## src/rtl/ssc_tri_pkg.sv

```systemverilog
package ssc_tri_pkg;

   // Bit positions inside the spread control field
   localparam int CTRL_EN_BIT  = 1;
   localparam int CTRL_CTR_BIT = 0;

   // Sweep direction
   typedef enum logic {
      DIR_UP = 1'b0,
      DIR_DN = 1'b1
   } ssc_dir_e;

endpackage

```

## src/rtl/ssc_tick_gen.sv

```systemverilog
// Produces one step strobe every adj_per+1 enabled cycles.
module ssc_tick_gen #(
   parameter int CNT_W = 16
) (
   input  logic             clk,
   input  logic             rst_n,
   input  logic             en,
   input  logic [CNT_W-1:0] adj_per,
   output logic             tick
);

   logic [CNT_W-1:0] gap_cnt;

   assign tick = en && (gap_cnt == adj_per);

   always_ff @(posedge clk) begin
      if (!rst_n) begin
         gap_cnt <= '0;
      end else if (!en || tick) begin
         gap_cnt <= '0;
      end else begin
         gap_cnt <= gap_cnt + 1'b1;
      end
   end

endmodule

```

## src/rtl/ssc_leg_ctrl.sv

```systemverilog
// Tracks position within the current leg and the sweep direction.
module ssc_leg_ctrl
   import ssc_tri_pkg::*;
#(
   parameter int CNT_W     = 16,
   parameter bit CENTER_EN = 1'b1
) (
   input  logic             clk,
   input  logic             rst_n,
   input  logic             en,
   input  logic             center,
   input  logic             tick,
   input  logic [CNT_W-1:0] half_per,
   output ssc_dir_e         dir
);

   logic [CNT_W-1:0] leg_pos;
   logic [CNT_W-1:0] leg_last;
   logic             first_leg;
   logic             center_eff;
   logic             leg_end;
   ssc_dir_e         dir_q;

   generate
      if (CENTER_EN) begin : g_center
         assign center_eff = center;
      end else begin : g_down_only
         assign center_eff = 1'b0;
      end
   endgenerate

   // Center mode: first leg is ceil((half_per+1)/2) steps, i.e. last index half_per>>1
   assign leg_last = (center_eff && first_leg) ? (half_per >> 1) : half_per;
   assign leg_end  = (leg_pos == leg_last);
   assign dir      = dir_q;

   always_ff @(posedge clk) begin
      if (!rst_n) begin
         dir_q     <= DIR_DN;
         leg_pos   <= '0;
         first_leg <= 1'b1;
      end else if (!en) begin
         dir_q     <= DIR_DN;
         leg_pos   <= '0;
         first_leg <= 1'b1;
      end else if (tick) begin
         if (leg_end) begin
            dir_q     <= (dir_q == DIR_DN) ? DIR_UP : DIR_DN;
            leg_pos   <= '0;
            first_leg <= 1'b0;
         end else begin
            leg_pos   <= leg_pos + 1'b1;
         end
      end
   end

endmodule

```

## src/rtl/ssc_accum.sv

```systemverilog
// Holds the signed offset (modulo word width) and registers base+offset.
module ssc_accum
   import ssc_tri_pkg::*;
#(
   parameter int W     = 26,
   parameter int CNT_W = 16
) (
   input  logic             clk,
   input  logic             rst_n,
   input  logic             en,
   input  logic             tick,
   input  ssc_dir_e         dir,
   input  logic [CNT_W-1:0] step_size,
   input  logic [W-1:0]     base_word,
   output logic [W-1:0]     offset,
   output logic [W-1:0]     word
);

   logic [W-1:0] step_ext;

   generate
      if (CNT_W >= W) begin : g_trunc
         assign step_ext = step_size[W-1:0];
      end else begin : g_zext
         assign step_ext = {{(W-CNT_W){1'b0}}, step_size};
      end
   endgenerate

   always_ff @(posedge clk) begin
      if (!rst_n) begin
         offset <= '0;
         word   <= '0;
      end else if (!en) begin
         offset <= '0;
         word   <= base_word;
      end else begin
         word <= base_word + offset;
         if (tick) begin
            offset <= (dir == DIR_DN) ? (offset - step_ext) : (offset + step_ext);
         end
      end
   end

endmodule

```

## src/rtl/ssc_tri_mod.sv

```systemverilog
module ssc_tri_mod
   import ssc_tri_pkg::*;
#(
   parameter int INT_W     = 8,
   parameter int FRAC_W    = 18,
   parameter int CNT_W     = 16,
   parameter bit CENTER_EN = 1'b1
) (
   input  logic              clk,
   input  logic              rst_n,
   input  logic [INT_W-1:0]  base_int,
   input  logic [FRAC_W-1:0] base_frac,
   input  logic [CNT_W-1:0]  step_size,
   input  logic [CNT_W-1:0]  half_per,
   input  logic [CNT_W-1:0]  adj_per,
   input  logic [1:0]        spread_ctrl,
   output logic [INT_W-1:0]  div_int,
   output logic [FRAC_W-1:0] div_frac
);

   localparam int W = INT_W + FRAC_W;

   generate
      if (INT_W < 1 || FRAC_W < 1) begin : g_bad_word
         $error("ssc_tri_mod: word fields must be at least one bit");
      end
      if (CNT_W < 1 || CNT_W > 31) begin : g_bad_cnt
         $error("ssc_tri_mod: CNT_W must be in 1..31");
      end
   endgenerate

   logic         en_w;
   logic         ctr_w;
   logic         tick_w;
   ssc_dir_e     dir_w;
   logic [W-1:0] off_w;
   logic [W-1:0] word_w;

   assign en_w  = spread_ctrl[CTRL_EN_BIT];
   assign ctr_w = spread_ctrl[CTRL_CTR_BIT];

   ssc_tick_gen #(.CNT_W(CNT_W)) tick_i (
      .clk     (clk),
      .rst_n   (rst_n),
      .en      (en_w),
      .adj_per (adj_per),
      .tick    (tick_w)
   );

   ssc_leg_ctrl #(.CNT_W(CNT_W), .CENTER_EN(CENTER_EN)) leg_i (
      .clk      (clk),
      .rst_n    (rst_n),
      .en       (en_w),
      .center   (ctr_w),
      .tick     (tick_w),
      .half_per (half_per),
      .dir      (dir_w)
   );

   ssc_accum #(.W(W), .CNT_W(CNT_W)) acc_i (
      .clk       (clk),
      .rst_n     (rst_n),
      .en        (en_w),
      .tick      (tick_w),
      .dir       (dir_w),
      .step_size (step_size),
      .base_word ({base_int, base_frac}),
      .offset    (off_w),
      .word      (word_w)
   );

   assign div_int  = word_w[W-1:FRAC_W];
   assign div_frac = word_w[FRAC_W-1:0];

endmodule

```

## config.mk

```make
export PLATFORM = sky130hd
export DESIGN_NAME = ssc_tri_mod
export DESIGN_NICKNAME = d
export VERILOG_FILES = /design/src/rtl/ssc_tri_pkg.sv /design/src/rtl/ssc_tick_gen.sv /design/src/rtl/ssc_leg_ctrl.sv /design/src/rtl/ssc_accum.sv /design/src/rtl/ssc_tri_mod.sv
export SDC_FILE = /design/constraint.sdc
export NUM_CORES = 1
export LEC_CHECK = 0
export ABC_AREA = 0
export BUFFER_PORTS_ARGS = -buffer_cell sky130_fd_sc_hd__buf_2
export CAP_MARGIN = 10
export CORE_ASPECT_RATIO = 1.4
export CORE_MARGIN = 2
export CORE_UTILIZATION = 60
export CTS_BUF_LIST = sky130_fd_sc_hd__clkbuf_8
export DETAILED_ROUTE_END_ITERATION = 12
export PLACE_DENSITY = 0.83
export SLEW_MARGIN = 10
export SYNTH_ARGS = -nofsm -noshare
export SYNTH_HDL_FRONTEND = slang
export SYNTH_HIERARCHICAL = 1
export SYNTH_SLANG_ARGS = --single-unit
```

## constraint.sdc

```tcl
create_clock -name clk -period 4.45 [get_ports clk]
set_clock_uncertainty 0.2 [all_clocks]
set_input_delay 0.6675 -clock clk [delete_from_list [all_inputs] [get_ports clk]]
set_output_delay 0.6675 -clock clk [all_outputs]
set_load 0.01 [all_outputs]
```

Word-level counts from Yosys, hierarchy flattened
Index checks and enable logic that the tools add are counted.

cells by class
  eq/ne operators = 2
  multiplexer cells = 5
  div/mod/pow operators = 0
  multiply operators = 0
  shift-type cells = 0
  $lt $le $gt $ge = 0
  add/subtract/negate cells = 5
  bitwise logic cells = 1
  reductions and logical operators = 7

operators by type and width
  operator                                                          number
  26-bit two-way mux                                                2
  16-bit by 1-bit adder with 16-bit output (second input constant)  2
  16-bit equality test                                              2
  16-bit two-way mux                                                2
  26-bit by 16-bit adder with 26-bit output                         1
  26-bit adder                                                      1
  26-bit by 16-bit subtractor with 26-bit output                    1
  2-bit AND reduction                                               2
  1-bit logical AND                                                 2
  2-bit OR reduction                                                1
  1-bit logical NOT                                                 1
  1-bit logical OR                                                  1
  1-bit two-way mux                                                 1
  1-bit NOT                                                         1

storage, ports and cells
  output and inout port bits = 26
  memory bits (writable) = 0
  logic and storage cells = 26
  register bits after elaboration = 86
  memories = 0
  ROM bits = 0
  input port bits = 78
  latch bits = 0

Depth between registers and ports, before layout
  depth after elaboration = 4
  mapped depth = 17
  mapped depth without buffers = 17

Hierarchy
Netlist, hierarchy kept.

by module, submodules not included
  module        sequential area each (µm²)  area an instance (µm²)  times used  cells an instance
  ssc_accum     1041.0                      4785.8                  1           587
  ssc_leg_ctrl  360.3                       1380.1                  1           165
  ssc_tick_gen  320.3                       970.9                   1           99

Worst setup path before layout
OpenSTA, ideal clock, no wires.

  path kind = in2reg
  start point = input step_size[8]
  end point = register acc_i.offset[22]
  stages on the path = 16
  data required time = 4154 ps
  path buffers = 1
  path slack = 440 ps
  setup time = 96 ps
  arrival time = 3715 ps
  cell sequence = or3_1 nor4_1 and4b_1 clkbuf_1 a21oi_1 xnor2_1 ha_1 a21o_1 a21o_1 a21oi_1 nor2_1 a211o_1 a41o_1 o21ai_1 nand2_1 o311ai_1

between the ends
  word-level cells in the longest chain between the ends = 2
  elaborated cells on any way between the ends = 3
  classes of those cells = add/sub (2); mux (1)

ends and longest elaborated chain
  what                                                                                                                line               text
  from (decl)                                                                                                         ssc_tri_mod.sv:13  input logic [CNT_W-1:0] step_size,
  26-bit by 16-bit adder with 26-bit output / 26-bit by 16-bit subtractor with 26-bit output (equally long branches)  ssc_accum.sv:39    offset <= (dir == DIR_DN) ? (offset - step_ext) : (offset + step_ext);
  26-bit two-way mux *                                                                                                ssc_accum.sv:39
  to (signal assigned)                                                                                                ssc_accum.sv:39
  to (decl)                                                                                                           ssc_accum.sv:15    output logic [W-1:0] offset,

Every way passes the cells marked *; elsewhere a longest branch is shown, timed or not.
A chain may end at the register's enable or synchronous reset.

Final worst setup path
  start point = input step_size[8]
  end point = register acc_i.offset[25]

The elaborated chain is that of the path after synthesis.

==> flow_metrics.env <==
export IMPL_synth_edf_count=0
export IMPL_part_of_the_yosys_area_used_for_sequential_elements_pct=24.1
export IMPL_avgSynthCellArea_um2=8.39
export IMPL_num_antenna_cells=0
export IMPL_synth_nets=984
export IMPL_clk_root_buffer_cell="clkbuf_8"
export IMPL_grt_start_max_net_pins=41
export IMPL_synthMostInstantiatedCell="dfxtp_1"
export IMPL_critPathLaunchType="input port"
export IMPL_dr_pass1_iters=4
export IMPL_synth_ff_latch_count=86
export IMPL_rsz0062_at_grt="no"
export IMPL_synthDistinctLibCells=85
export IMPL_floorplan_die_width_um=96.2
export IMPL_layout_filler_cells=1014
export IMPL_hold_violations=0
export IMPL_numPlacedInstances=1076
export IMPL_finalInstanceArea_um2=7960
export IMPL_cts_setup_buffers=0
export IMPL_crit_path_max_fo=6
export IMPL_detailroute_via_count=6483
export IMPL_cts_sink_count=86
export IMPL_cp_common_cell="a21oi_1"
export IMPL_outcome="completed"
export IMPL_first_global_vias=6025
export IMPL_final_period_utilization_pct=89.1
export IMPL_utilization_pct=68.0
export IMPL_critical_path_arrival_ps=4020
export IMPL_synthCells=851
export IMPL_cts_max_level=3
export IMPL_port_buffers=103
export IMPL_synth_area_leader_cell="dfxtp_1"
export IMPL_viasPerCell=5.94
export IMPL_drt_total_wl_um=16700
export IMPL_gp_congestion=0.910
export IMPL_final_layout_size_suffix_gt1_share_pct=18.2
export IMPL_synth_top_cells_by_count="dfxtp_1, xnor2_1, nor2_1"
export IMPL_cts_buffer_depth=2
export IMPL_wire_length_of_the_first_global_routing_pass_um=27100
export IMPL_post_cts_hold_buffer_count=0
export IMPL_fmax_mhz=252
export IMPL_cts_resized=0
export IMPL_drtIter0Drc=326
export IMPL_core_area_um2=11700
export IMPL_grt_remaining_overflow=0
export IMPL_drt_drc_violations_left=0
export IMPL_critical_path_top_delay_family="simple AND/OR/NAND/NOR gates"
export IMPL_initial_antenna_violation_count=0
export IMPL_min_period_ps=3960
export IMPL_clock_tree_from_tritoncts="built"
export IMPL_max_cap_viol_count=0
export IMPL_irDropWorstVdd_mv=0.131
export IMPL_synth_async_sr_flop_share_pct=0
export IMPL_post_dp_hpwl_um=13100
export IMPL_cp_buffers_inverters=1
export IMPL_final_net_count=1073
export IMPL_hold_class="reg -> reg"
export IMPL_crit_path_end_kind="flop"
export IMPL_stdcell_count=1092
export IMPL_timing_final_setup_violations=0
export IMPL_slew_headroom_pct=50.7
export IMPL_dpl_instance_area_um2=7720
export IMPL_routed_wire_length_per_instance_um=15.3
export IMPL_setup_tns_ps=0
export IMPL_worstPathRequired_ps=4510
export IMPL_synth_flop_cell="dfxtp_1"
export IMPL_clk_insertion_delay_late_ps=370
export IMPL_worst_setup_hold_path_clk_slew_ps=90
export IMPL_sequence_of_cells_on_the_critical_path="buf_2 > or3_1 > nor4_1 > and4b_1 > a21oi_1 > xnor2_1 > ha_1 > nor2b_1 > o21ai_0 > a21oi_1 > a31oi_1 > a31oi_1 > xor2_1 > a21oi_1 > a31o_1"
export IMPL_syn_to_final_growth_pct=11.5
export IMPL_fp_dieH_um=133
export IMPL_power_per_cell_area_nw_per_um2=212
export IMPL_synthesis_area_um2=7140
export IMPL_floorplan_rows=47
export IMPL_final_slew_violations=0
export IMPL_ant_nets=0
export IMPL_grt_util_all_layers_pct=26.4
export IMPL_cp_slowest_cell="or3_1"
export IMPL_post_synth_top_area_fraction_pct=24.1
export IMPL_initial_utilization_pct=61.0
export IMPL_reg2reg_slack_ps=900
export IMPL_worst_slew_pin_transition_ps=739
export IMPL_boundaryPins=104
export IMPL_synthTopCellsByArea="dfxtp_1, ha_1, xnor2_1, mux2i_1, a21oi_1"
export IMPL_yosysWarningCount=6
export IMPL_slowest_delay_ps=420
export IMPL_static_leakage_power_nw=3.36
export IMPL_critical_path_class="in -> reg"
export IMPL_cts_buffers=9
export IMPL_floorplan_die_area_um2=12800
## per-stage QoR
| stage | setup WS (ps) | hold WS, ps | total power [mW] |
|---|---|---|---|
| after detailed placement | 166 | 297 | 1.06 |
| after global routing | 250 | 316 | 1.75 |
| final | 487 | 316 | 1.68 |
| after floorplan | 440 | 272 | 0.966 |
| after CTS | 542 | 308 | 1.69 |
| after global placement | 241 | 293 | 1.06 |
## cell usage in the layout (no fill, tap or decap), types with 7 or more instances in the layout
master / count
xnor2_1: 74
a21oi_1: 52
nor3b_1: 7
ha_1: 53
nor2b_1: 22
o21ai_0: 31
nand4_1: 19
inv_1: 33
a21o_1: 26
nand2b_1: 9
xor2_1: 29
buf_2: 103
clkbuf_8: 10
nor3_1: 31
a31oi_1: 13
dfxtp_1: 86
nor3_2: 19
mux2i_1: 30
nor2_1: 59
nand2_1: 45
a211oi_1: 7
and3_1: 9
nand3_1: 32
o211ai_1: 7
and2_1: 8
o22ai_1: 7
o21a_1: 14
## worst paths after layout
kind                                                    from                             to  cells after the start
worst max-delay path                            step_size[8]  acc_i/offset[25]$_SDFFE_PN0P_                     15
worst min-delay path            acc_i/offset[7]$_SDFFE_PN0P_   acc_i/offset[7]$_SDFFE_PN0P_                      2
worst max register to register        leg_i/dir$_SDFFE_PN1P_  acc_i/offset[25]$_SDFFE_PN0P_                     12
worst min register to register  acc_i/offset[7]$_SDFFE_PN0P_   acc_i/offset[7]$_SDFFE_PN0P_                      2
## state kept, by name, summed over array words and instances (netlist names)
signal	cells
acc_i/word	26
tick_i/gap_cnt	16
acc_i/offset	26
leg_i/dir	1
leg_i/first_leg	1
leg_i/leg_pos	16
## layout make-up
class | count | area, µm² | share of cell area, %
Timing Repair Buffer | 108 | 553 | 6.95
Sequential cell | 86 | 1720 | 21.6
Clock buffer | 10 | 138 | 1.73
Inverter | 33 | 124 | 1.56
Clock inverter | 6 | 97.6 | 1.23
Tap cell | 147 | 184 | 2.31
Multi-Input combinational cell | 702 | 5140 | 64.6
## power by group
part           switching [mW]  internal (mW)  leakage, nW
combinational           0.143          0.110         2.54
sequential            0.00635          0.786        0.700
clock                   0.297          0.341        0.120
total                   0.446           1.24         3.36
## logic make-up after synthesis
family          count (synthesis)  share of synthesized area [%]
flops                          86                           24.1
simple gates                  296                           23.5
compound gates                216                           21.4
buf+inv                        63                           3.87
xor+xnor                      104                           12.9
fa+ha+maj                      55                           9.85
mux                            31                           4.37
## tightest hold or removal path, stage by stage (launching register included)
cell	delay (ps)
dfxtp_1	340
nor2_1	90
a211oi_1	50
## layer usage
metal / routed length (µm) / up-vias / track usage, %
met5: 0 / - / 0
met4: 493 / 0 / 10.8
met3: 754 / 37 / 4.10
met2: 8340 / 163 / 45.5
met1: 7080 / 2978 / 31.9
li1: - / 3305 / -
Power figures use the tool's default switching activity.
